$ cat src/rtl/twin_read_ram_pkg.sv
package twin_read_ram_pkg;

   // number of physical ports in the underlying dual-port array
   localparam int unsigned PORTS = 2;

   // role of each physical port
   typedef enum logic {
      PORT_SHARED   = 1'b0,
      PORT_READONLY = 1'b1
   } port_role_e;

   // largest address width accepted by the elaboration checks
   localparam int unsigned MAX_ADDR_W = 16;

endpackage

$ cat src/rtl/trr_addr_steer.sv
module trr_addr_steer
   import twin_read_ram_pkg::*;
#(
   parameter int unsigned ADDR_W = 4
) (
   input  logic                             wr_en,
   input  logic [ADDR_W-1:0]                wr_addr,
   input  logic [ADDR_W-1:0]                rd_addr0,
   input  logic [ADDR_W-1:0]                rd_addr1,
   output logic [PORTS-1:0][ADDR_W-1:0]     port_addr,
   output logic [PORTS-1:0]                 port_rd_en,
   output logic                             port_we
);

   // the shared port takes the write address on write cycles
   always_comb begin
      port_addr[PORT_SHARED] = wr_en ? wr_addr : rd_addr0;
      port_addr[PORT_READONLY] = rd_addr1;
   end

   // no port reads on a write cycle, so the outputs keep their values
   for (genvar p = 0; p < PORTS; p++) begin : g_rd_en
      assign port_rd_en[p] = ~wr_en;
   end

   assign port_we = wr_en;

endmodule

$ cat src/rtl/trr_tdp_core.sv
module trr_tdp_core
   import twin_read_ram_pkg::*;
#(
   parameter int unsigned DATA_W = 16,
   parameter int unsigned ADDR_W = 4
) (
   input  logic                             clk,
   input  logic                             rst_n,
   input  logic                             port_we,
   input  logic [DATA_W-1:0]                wr_data,
   input  logic [PORTS-1:0][ADDR_W-1:0]     port_addr,
   input  logic [PORTS-1:0]                 port_rd_en,
   output logic [PORTS-1:0][DATA_W-1:0]     rdata
);

   localparam int unsigned DEPTH = 1 << ADDR_W;

   logic [DATA_W-1:0] store [DEPTH];

   // the write goes through the shared port only, and reset never touches it
   always_ff @(posedge clk) begin
      if (port_we) store[port_addr[PORT_SHARED]] <= wr_data;
   end

   // one registered read per physical port
   for (genvar p = 0; p < PORTS; p++) begin : g_port
      always_ff @(posedge clk) begin
         if (!rst_n)            rdata[p] <= '0;
         else if (port_rd_en[p]) rdata[p] <= store[port_addr[p]];
      end
   end

   logic chk_armed = 1'b0;
   always_ff @(posedge clk) chk_armed <= 1'b1;


   rst_clear_chk: assert property (@(posedge clk)
      (chk_armed && $past(!rst_n)) |-> (rdata == '0));


   hold_on_write_chk: assert property (@(posedge clk) disable iff (!rst_n)
      (chk_armed && $past(port_we) && $past(rst_n)) |-> $stable(rdata));

endmodule

$ cat src/rtl/twin_read_ram.sv
module twin_read_ram
   import twin_read_ram_pkg::*;
#(
   parameter int unsigned DATA_W = 16,
   parameter int unsigned ADDR_W = 4
) (
   input  logic              clk,
   input  logic              rst_n,
   input  logic              wr_en,
   input  logic [ADDR_W-1:0] wr_addr,
   input  logic [DATA_W-1:0] wr_data,
   input  logic [ADDR_W-1:0] rd_addr0,
   input  logic [ADDR_W-1:0] rd_addr1,
   output logic [DATA_W-1:0] rd_data0,
   output logic [DATA_W-1:0] rd_data1
);

   // elaboration checks on the parameters
   if (DATA_W < 1) begin : g_bad_data_w
      $error("twin_read_ram: DATA_W must be at least 1");
   end
   if (ADDR_W < 1 || ADDR_W > MAX_ADDR_W) begin : g_bad_addr_w
      $error("twin_read_ram: ADDR_W out of range");
   end

   logic [PORTS-1:0][ADDR_W-1:0] port_addr;
   logic [PORTS-1:0]             port_rd_en;
   logic                         port_we;
   logic [PORTS-1:0][DATA_W-1:0] rdata;

   trr_addr_steer #(.ADDR_W(ADDR_W)) u_steer (
      .wr_en      (wr_en),
      .wr_addr    (wr_addr),
      .rd_addr0   (rd_addr0),
      .rd_addr1   (rd_addr1),
      .port_addr  (port_addr),
      .port_rd_en (port_rd_en),
      .port_we    (port_we)
   );

   trr_tdp_core #(.DATA_W(DATA_W), .ADDR_W(ADDR_W)) u_core (
      .clk        (clk),
      .rst_n      (rst_n),
      .port_we    (port_we),
      .wr_data    (wr_data),
      .port_addr  (port_addr),
      .port_rd_en (port_rd_en),
      .rdata      (rdata)
   );

   assign rd_data0 = rdata[PORT_SHARED];
   assign rd_data1 = rdata[PORT_READONLY];


   same_addr_chk: assert property (@(posedge clk) disable iff (!rst_n)
      (!wr_en && (rd_addr0 == rd_addr1)) |=> (rd_data0 == rd_data1));


   fresh_read_chk: assert property (@(posedge clk) disable iff (!rst_n)
      (wr_en ##1 (!wr_en && rst_n && (rd_addr0 == $past(wr_addr))))
      |=> (rd_data0 == $past(wr_data, 2)));

endmodule

$ cat config.mk
export PLATFORM = sky130hd
export DESIGN_NAME = twin_read_ram
export DESIGN_NICKNAME = d
export VERILOG_FILES = /design/src/rtl/twin_read_ram_pkg.sv /design/src/rtl/trr_addr_steer.sv /design/src/rtl/trr_tdp_core.sv /design/src/rtl/twin_read_ram.sv
export SDC_FILE = /design/constraint.sdc
export NUM_CORES = 1
export LEC_CHECK = 0
export ABC_AREA = 1
export BUFFER_PORTS_ARGS = -buffer_cell sky130_fd_sc_hd__buf_2
export CORE_MARGIN = 2
export CORE_UTILIZATION = 45
export DETAILED_ROUTE_END_ITERATION = 10
export HOLD_SLACK_MARGIN = 0.08
export SYNTH_ARGS = -nofsm -noshare
export SYNTH_HDL_FRONTEND = slang
export SYNTH_SLANG_ARGS = --single-unit
$ cat constraint.sdc
create_clock -name clk -period 3.4 [get_ports clk]
set_clock_uncertainty 0.15 [all_clocks]
set_input_delay 1.02 -clock clk [delete_from_list [all_inputs] [get_ports clk]]
set_output_delay 1.02 -clock clk [all_outputs]
set_load 0.01 [all_outputs]
== Word-level counts from Yosys, hierarchy flattened ==
Memories as Yosys holds them, arrays and structs flattened. A register that Yosys moved wholly into a read port is not among the register bits.
Cells that the tools add are included.

* Muxes and demuxes: 3
* Reduce and logical (&&, ||, !) cells: 4

{| class="wikitable"
|+ Operator list
! operator !! number
|-
| zero test 1 bit || 4
|-
| 2-to-1 mux 4 bit || 1
|-
| 2-to-1 mux 1 bit || 2
|}

* Memory bits (writable): 256
* Word-level logic and storage cells: 8
* Output and inout port bits: 32
* Bits in registers: 0
* Memories: 1

{| class="wikitable"
|+ Memories
! memory !! depth !! width !! rd ports !! clocked after Yosys merged registers in !! wr ports !! RTL line !! RTL
|-
| u_core.store || 16 || 16 || 2 || 2 || 1 || trr_tdp_core.sv:18 || <nowiki>logic [DATA_W-1:0] store [DEPTH];</nowiki>
|}

== Longest topological paths before layout ==
Gate-level depths: netlist of the first run.

* Depth in word-level cells: 2
* Depth in mapped cells: 13

== By module ==
Synthesis of the first run repeated with hierarchy kept, for this count alone.

* Cell total of the unflattened synthesis: 1634
* Area, all modules: 14058.5 um2

{| class="wikitable"
|+ By module, submodules not included
! module !! cells an instance !! seq. area each (um2) !! area an instance (um2) !! times used
|-
| trr_tdp_core || 1615 || 8328.0 || 13964.6 || 1
|-
| trr_addr_steer || 19 || 0.0 || 93.8 || 1
|}

== Worst setup path before layout of the first run ==
No wires, ideal clock.

* Path type: input-to-reg
* From: in wr_en
* To: mem u_core.store[12][0], enable pin
* Arrival: 3.021 ns
* Stages: 9
* Slack: -0.180 ns
* Path buffers: 2
* Required time: 2.841 ns
* Cell sequence: inv_2 -> buf_6 -> nor2_4 -> nor2_8 -> inv_2 -> nor2_4 -> buf_2 -> inv_1 -> nor3_1

* Word-level cells in the longest chain between the ends: 2
* Elaborated cells on any way between the ends: 3
* Those cells by class: mux: 3

{| class="wikitable"
|+ Ends and longest elaborated chain
! element !! RTL line !! RTL
|-
| start, declared || twin_read_ram.sv:9 || <nowiki>input logic wr_en,</nowiki>
|-
| 2-to-1 mux 1 bit || trr_tdp_core.sv:22 || <nowiki>if (port_we) store[port_addr[PORT_SHARED]] <= wr_data;</nowiki>
|-
| 2-to-1 mux 1 bit (not written as such) || trr_tdp_core.sv:22 ||
|-
| end, declared || trr_tdp_core.sv:18 ||
|}

Several ways; a longest one is shown, not always the timed one.

== Worst setup path in the final report of the first run ==
* From: in wr_en
* To: mem u_core.store[13][10], enable pin

Same word-level chain as after synthesis.

==> impl_metrics.py, run 1 <==
metrics = {
    "yosys": {
        "synthTopCellsByArea": "edfxtp_1, nand2_1, nand3_1, dfxtp_1, o21ai_0",
        "syn_avg_cell_area_sq_um": 8.31,
        "synthDominantCellAreaShare_pct": 53.4,
        "ys_ff_latch": 288,
        "synth.distinct_cells": 19,
        "synth_nets": 1765,
        "syn_area_sq_mm": 0.0144,
        "yosysTopAreaCell": "edfxtp_1",
        "ys_warn_count": 0,
        "syn_inst": 1734,
        "yosysSeqAreaShare_pct": 57.8,
    },
    "final_layout": {
        "final_common_cell": "nand2_1",
        "final_cell_mix": "nand2_1, nand3_1, edfxtp_1",
        "syn2layout_area_growth_pct": 13.8,
        "diodes": 0,
        "stdcell_count": 2197,
        "drive_above_1_share_pct": 11.2,
        "num-nets-final": 1802,
    },
    "die": {
        "core_area_sq_mm": 0.0316,
        "fp.dieH_um": 183,
        "rows": 65,
        "die_w_um": 183,
        "start_util_pct": 45.6,
        "num_io_pins": 63,
        "die_area_sq_mm": 0.0335,
    },
    "clocking": {
        "numCtsBuffers": 31,
        "cts_tree": "yes",
        "cts_setup_buffers": 0,
        "clkLatencyLatePin_ps": 560,
        "cts_resized": 0,
        "h-tree-depth": 1,
        "cts.clk_slew.worst_paths_ps": 60,
        "hold_buffers": 0,
        "cts_root_buf": "clkbuf_16",
        "cts.sinks": 288,
        "ctsLongestPathBuffers": 3,
    },
    "setup_path": {
        "end_kind": "flop",
        "critPathKind": "input port to flop",
        "cp-start-kind": "input port",
        "cp_max_fo": 17,
        "critPathArrivalTime_ps": 3030,
        "required_ps": 3510,
    },
    "grt": {
        "grt_pass1_wl_mm": 71.3,
        "antenna_found_initial": 3,
        "overflow": 0,
        "grt_max_degree": 72,
        "first_global_vias": 11800,
        "track_usage_pct": 28.4,
    },
    "sta": {
        "slew_violations": 0,
        "post-route-period-util_pct": 85.8,
        "hold_viol": 0,
        "worst_slew_pin_slew_ps": 1170,
        "hold_ws_ps": 375,
        "finalCriticalPeriod_ps": 2920,
        "rsz0062_at_grt": "false",
        "tns_ps": 0,
        "max_slew_margin_pct": 21.6,
        "fmax_mhz": 343,
        "setup_viol": 0,
    },
    "placement": {
        "placedCellCount": 2140,
        "place_congestion": 0.849,
        "dp_hpwl_mm": 28.3,
        "portBuffers": 62,
    },
    "routing": {
        "first_pass_iters": 6,
        "drt_iter0_markers": 1765,
        "drcViolationCount": 0,
        "drt-wirelength-per-cell_um": 21.6,
        "via_per_inst": 5.74,
        "num_vias": 12600,
        "postRouteAntennaNets": 0,
        "wl_mm": 47.5,
    },
    "run_status": {
        "status": "complete, no violations",
    },
    "flow_run": {
        "drv_cap": 0,
    },
    "worst_hold_path": {
        "hold_path_class": "flop to flop",
    },
    "power_and_ir_drop": {
        "power_density_mw_per_mm2": 514,
        "ir_worst_vdd_mv": 0.377,
        "p_leak_uw": 0.00706,
    },
}
state kept, by name, indices dropped and copies added, names as in the netlist:
name and cells:
u_core.store 256, u_core.rdata 32
power by group:
part | total (uW) | switching (uW) | internal, uW
Combinational | 1090 | 777 | 310
Sequential | 4020 | 58.9 | 3960
Clock | 3320 | 1370 | 1950
Total | 8430 | 2200 | 6220
layout make-up:
cell class                      instances  area [sq um]
Fill cell                            2927         15200
Clock buffer                           48           900
Tap cell                              402           503
Sequential cell                       288          8330
Multi-Input combinational cell       1277          5460
Timing Repair Buffer                  120           898
Inverter                               53           199
Clock inverter                          9          93.8
per-layer routing:
layer	global-route usage, %	vias up	share of wire, %	wire [um]
met5	0	-	0.057	27
met4	7.55	4	2.3	1100
met3	6.61	89	11	5200
met2	43.7	687	44	21100
met1	40.6	5989	42	20200
li1	-	5833	-	-
per-stage QoR:
stage	instance area, sq um	power, uW	setup slack (ps)	util (%)
after global routing	16400	8720	414	51.9
after CTS	16400	8460	516	51.9
after global placement	15400	5150	2.30	48.8
after detailed placement	15400	5150	-49.5	48.8
after floorplan	14400	4720	-180	-
final	16400	8430	481	51.9
final timing paths:
check | start | to | slack, ps | cells after the start
worst max-delay path | wr_en | u_core.store[13][10] | 480 | 9
worst min-delay path | u_core.rdata[6] | u_core.rdata[6] | 380 | 2
worst max register to register | u_core.store[5][8] | u_core.rdata[24] | 1850 | 8
worst min register to register | u_core.rdata[6] | u_core.rdata[6] | 380 | 2
logic make-up (layout without fill, tap and decap cells):
| logic type | Yosys count | in the layout | share of synthesized area [%] |
|---|---|---|---|
| DFF | 288 | 288 | 57.8 |
| and+or+nand+nor | 1181 | 1181 | 33.9 |
| buffers and inverters | 169 | 230 | 4.93 |
| AOI/OAI and AO/OA | 96 | 96 | 3.34 |
synth_stat cells:
cell type / number
buf_2: 46
nor3_1: 8
buf_4: 3
a21oi_1: 28
o21ai_0: 68
nor2_4: 4
dfxtp_1: 32
nor2_8: 1
nor2_2: 2
buf_6: 1
edfxtp_1: 256
clkbuf_1: 46
inv_1: 46
inv_2: 7
nor2_1: 75
nand3_1: 304
nand2_1: 784
nand2_2: 3
buf_1: 20
worst max-delay path: stages:
cell,delay (ps)
buf_2,140
inv_2,140
nor2_1,80
nor2_2,230
inv_2,110
nor2_4,510
inv_1,240
nor3_2,300
buf_4,260
No activity file was read; power rests on OpenSTA's default activity.
==> run 2: changes to the inputs <==
--- a/config.mk
+++ b/config.mk
@@ -8,9 +8,10 @@
 export ABC_AREA = 1
 export BUFFER_PORTS_ARGS = -buffer_cell sky130_fd_sc_hd__buf_2
 export CORE_MARGIN = 2
-export CORE_UTILIZATION = 45
+export CORE_UTILIZATION = 56
 export DETAILED_ROUTE_END_ITERATION = 10
 export HOLD_SLACK_MARGIN = 0.08
+export PLACE_DENSITY = 0.76
 export SYNTH_ARGS = -nofsm -noshare
 export SYNTH_HDL_FRONTEND = slang
 export SYNTH_SLANG_ARGS = --single-unit
==> impl_metrics.py, run 2 (same netlist as run 1, synthesis figures left out) <==
metrics = {
    "run_status": {
        "status": "complete, no violations",
    },
    "clocking": {
        "cts_tree": "yes",
        "ctsLongestPathBuffers": 3,
        "cts_setup_buffers": 0,
        "cts.sinks": 288,
        "cts_root_buf": "clkbuf_16",
        "cts.clk_slew.worst_paths_ps": 60,
        "numCtsBuffers": 31,
        "hold_buffers": 0,
        "clkLatencyLatePin_ps": 560,
        "cts_resized": 0,
        "h-tree-depth": 1,
    },
    "sta": {
        "tns_ps": 0,
        "max_slew_margin_pct": 24.8,
        "rsz0062_at_grt": "false",
        "fmax_mhz": 348,
        "worst_slew_pin_slew_ps": 1130,
        "hold_viol": 0,
        "finalCriticalPeriod_ps": 2870,
        "post-route-period-util_pct": 84.4,
        "setup_viol": 0,
        "slew_violations": 0,
    },
    "setup_path": {
        "required_ps": 3500,
        "cp-start-kind": "input port",
        "reg2reg_to": "u_core.rdata[25]",
        "r2r_setup_slack_ps": 1850,
        "end_kind": "flop",
        "crit_end": "u_core.store[13][12]",
        "cp_max_fo": 17,
        "rr_startpoint": "u_core.store[9][9]",
        "critPathArrivalTime_ps": 2970,
        "startpoint": "wr_en",
        "critPathKind": "input port to flop",
        "r2r_cells": 8,
    },
    "routing": {
        "wl_mm": 44.5,
        "first_pass_iters": 8,
        "drt_iter0_markers": 2097,
        "drcViolationCount": 0,
        "postRouteAntennaNets": 0,
        "drt-wirelength-per-cell_um": 20.9,
        "via_per_inst": 6.07,
        "num_vias": 12900,
    },
    "placement": {
        "place_congestion": 0.901,
        "dp_hpwl_mm": 27.4,
        "placed_cell_area_sq_mm": 0.0153,
        "placedCellCount": 2070,
        "portBuffers": 62,
    },
    "die": {
        "rows": 58,
        "start_util_pct": 57.2,
        "die_area_sq_mm": 0.0270,
        "core_area_sq_mm": 0.0252,
        "num_io_pins": 63,
        "fp.dieH_um": 164,
        "die_w_um": 164,
    },
    "final_layout": {
        "register_area_sq_mm": 0.00833,
        "fin_area_sq_mm": 0.0163,
        "largest_reg_flops": 256,
        "final_common_cell": "nand2_1",
        "n_fill_cell": 1995,
        "syn2layout_area_growth_pct": 13.2,
        "final_cell_mix": "nand2_1, nand3_1, edfxtp_1",
        "multiInputGateArea_sq_mm": 0.00546,
        "stdcell_count": 2128,
        "drive_above_1_share_pct": 11.6,
        "num-nets-final": 1804,
    },
    "grt": {
        "antenna_found_initial": 2,
        "first_global_vias": 12200,
        "grt_pass1_wl_mm": 68.3,
        "overflow": 0,
        "track_usage_pct": 33.6,
        "grt_max_degree": 77,
    },
    "worst_hold_path": {
        "hold_path_class": "flop to flop",
    },
    "power_and_ir_drop": {
        "power.total_uw": 8480,
        "power_density_mw_per_mm2": 520,
        "p_leak_uw": 0.00707,
        "ir_worst_vdd_mv": 0.511,
    },
    "flow_run": {
        "drv_cap": 0,
    },
}
[run 2: cell types whose count changed in the layout (fill, tap and decap cells not counted)]
cell and delta:
buf_12 -4, buf_4 +6, bufinv_16 +1, clkbuf_1 -4, clkbuf_8 +1, clkinv_1 -1, clkinv_2 +1, clkinvlp_4 +2
diode_2 +1
[run 2: routing by layer]
layer / up-vias / track usage (%) / part of all wire (%)
met5: - / 0 / 0.067
met2: 997 / 50.8 / 44
li1: 5833 / - / -
met3: 169 / 10.1 / 14
met4: 4 / 13.4 / 4.3
met1: 5909 / 45.5 / 37
[run 2: where the power goes]
part	internal, uW	total [uW]	leakage [uW]	switching, uW
combinational	301	1070	0.00398	769
sequential	3960	4020	0.00258	56.7
clock	2050	3400	0.000511	1350
total	6310	8480	0.00707	2180
[run 2: final cells by class]
cell class	instances	area share (%)
repair buffers	122	5.30
clock inverters	12	0.859
clock buffers	45	5.51
flip-flops and latches	288	51.1
multi-input cells	1277	33.5
well taps	330	2.53
inverters	53	1.22
diodes	1	0.0153
[run 2: worst min-delay path by stage]
| stage | from | end | slack [ps] | depth (start not counted) |
|---|---|---|---|---|
| 6_report | u_core.rdata[5] | u_core.rdata[5] | 370 | 2 |
| 5_1_grt | u_core.rdata[4] | u_core.rdata[4] | 420 | 2 |
| 4_1_cts | u_core.rdata[5] | u_core.rdata[5] | 380 | 2 |
| 3_5_place_dp | u_core.rdata[5] | u_core.rdata[5] | 360 | 2 |
| 3_3_place_gp | u_core.rdata[4] | u_core.rdata[4] | 360 | 2 |
| 2_1_floorplan | u_core.rdata[0] | u_core.rdata[0] | 410 | 2 |
[run 2: metrics by stage]
stage | utilization, % | hold slack [ps] | worst slack [ps]
floorplan | - | 409 | -180
global placement | 60.6 | 358 | 189
detailed placement | 60.6 | 362 | 142
finish | 64.7 | 374 | 530
global route | 64.7 | 423 | 521
CTS | 64.7 | 380 | 666
[run 2: worst max-delay path, stage by stage]
cell and delay (ps):
buf_2 140, inv_2 140, nor2_4 70, nor2_8 120
inv_2 70, nor2_4 540, inv_1 270, nor3_2 320
buf_4 270
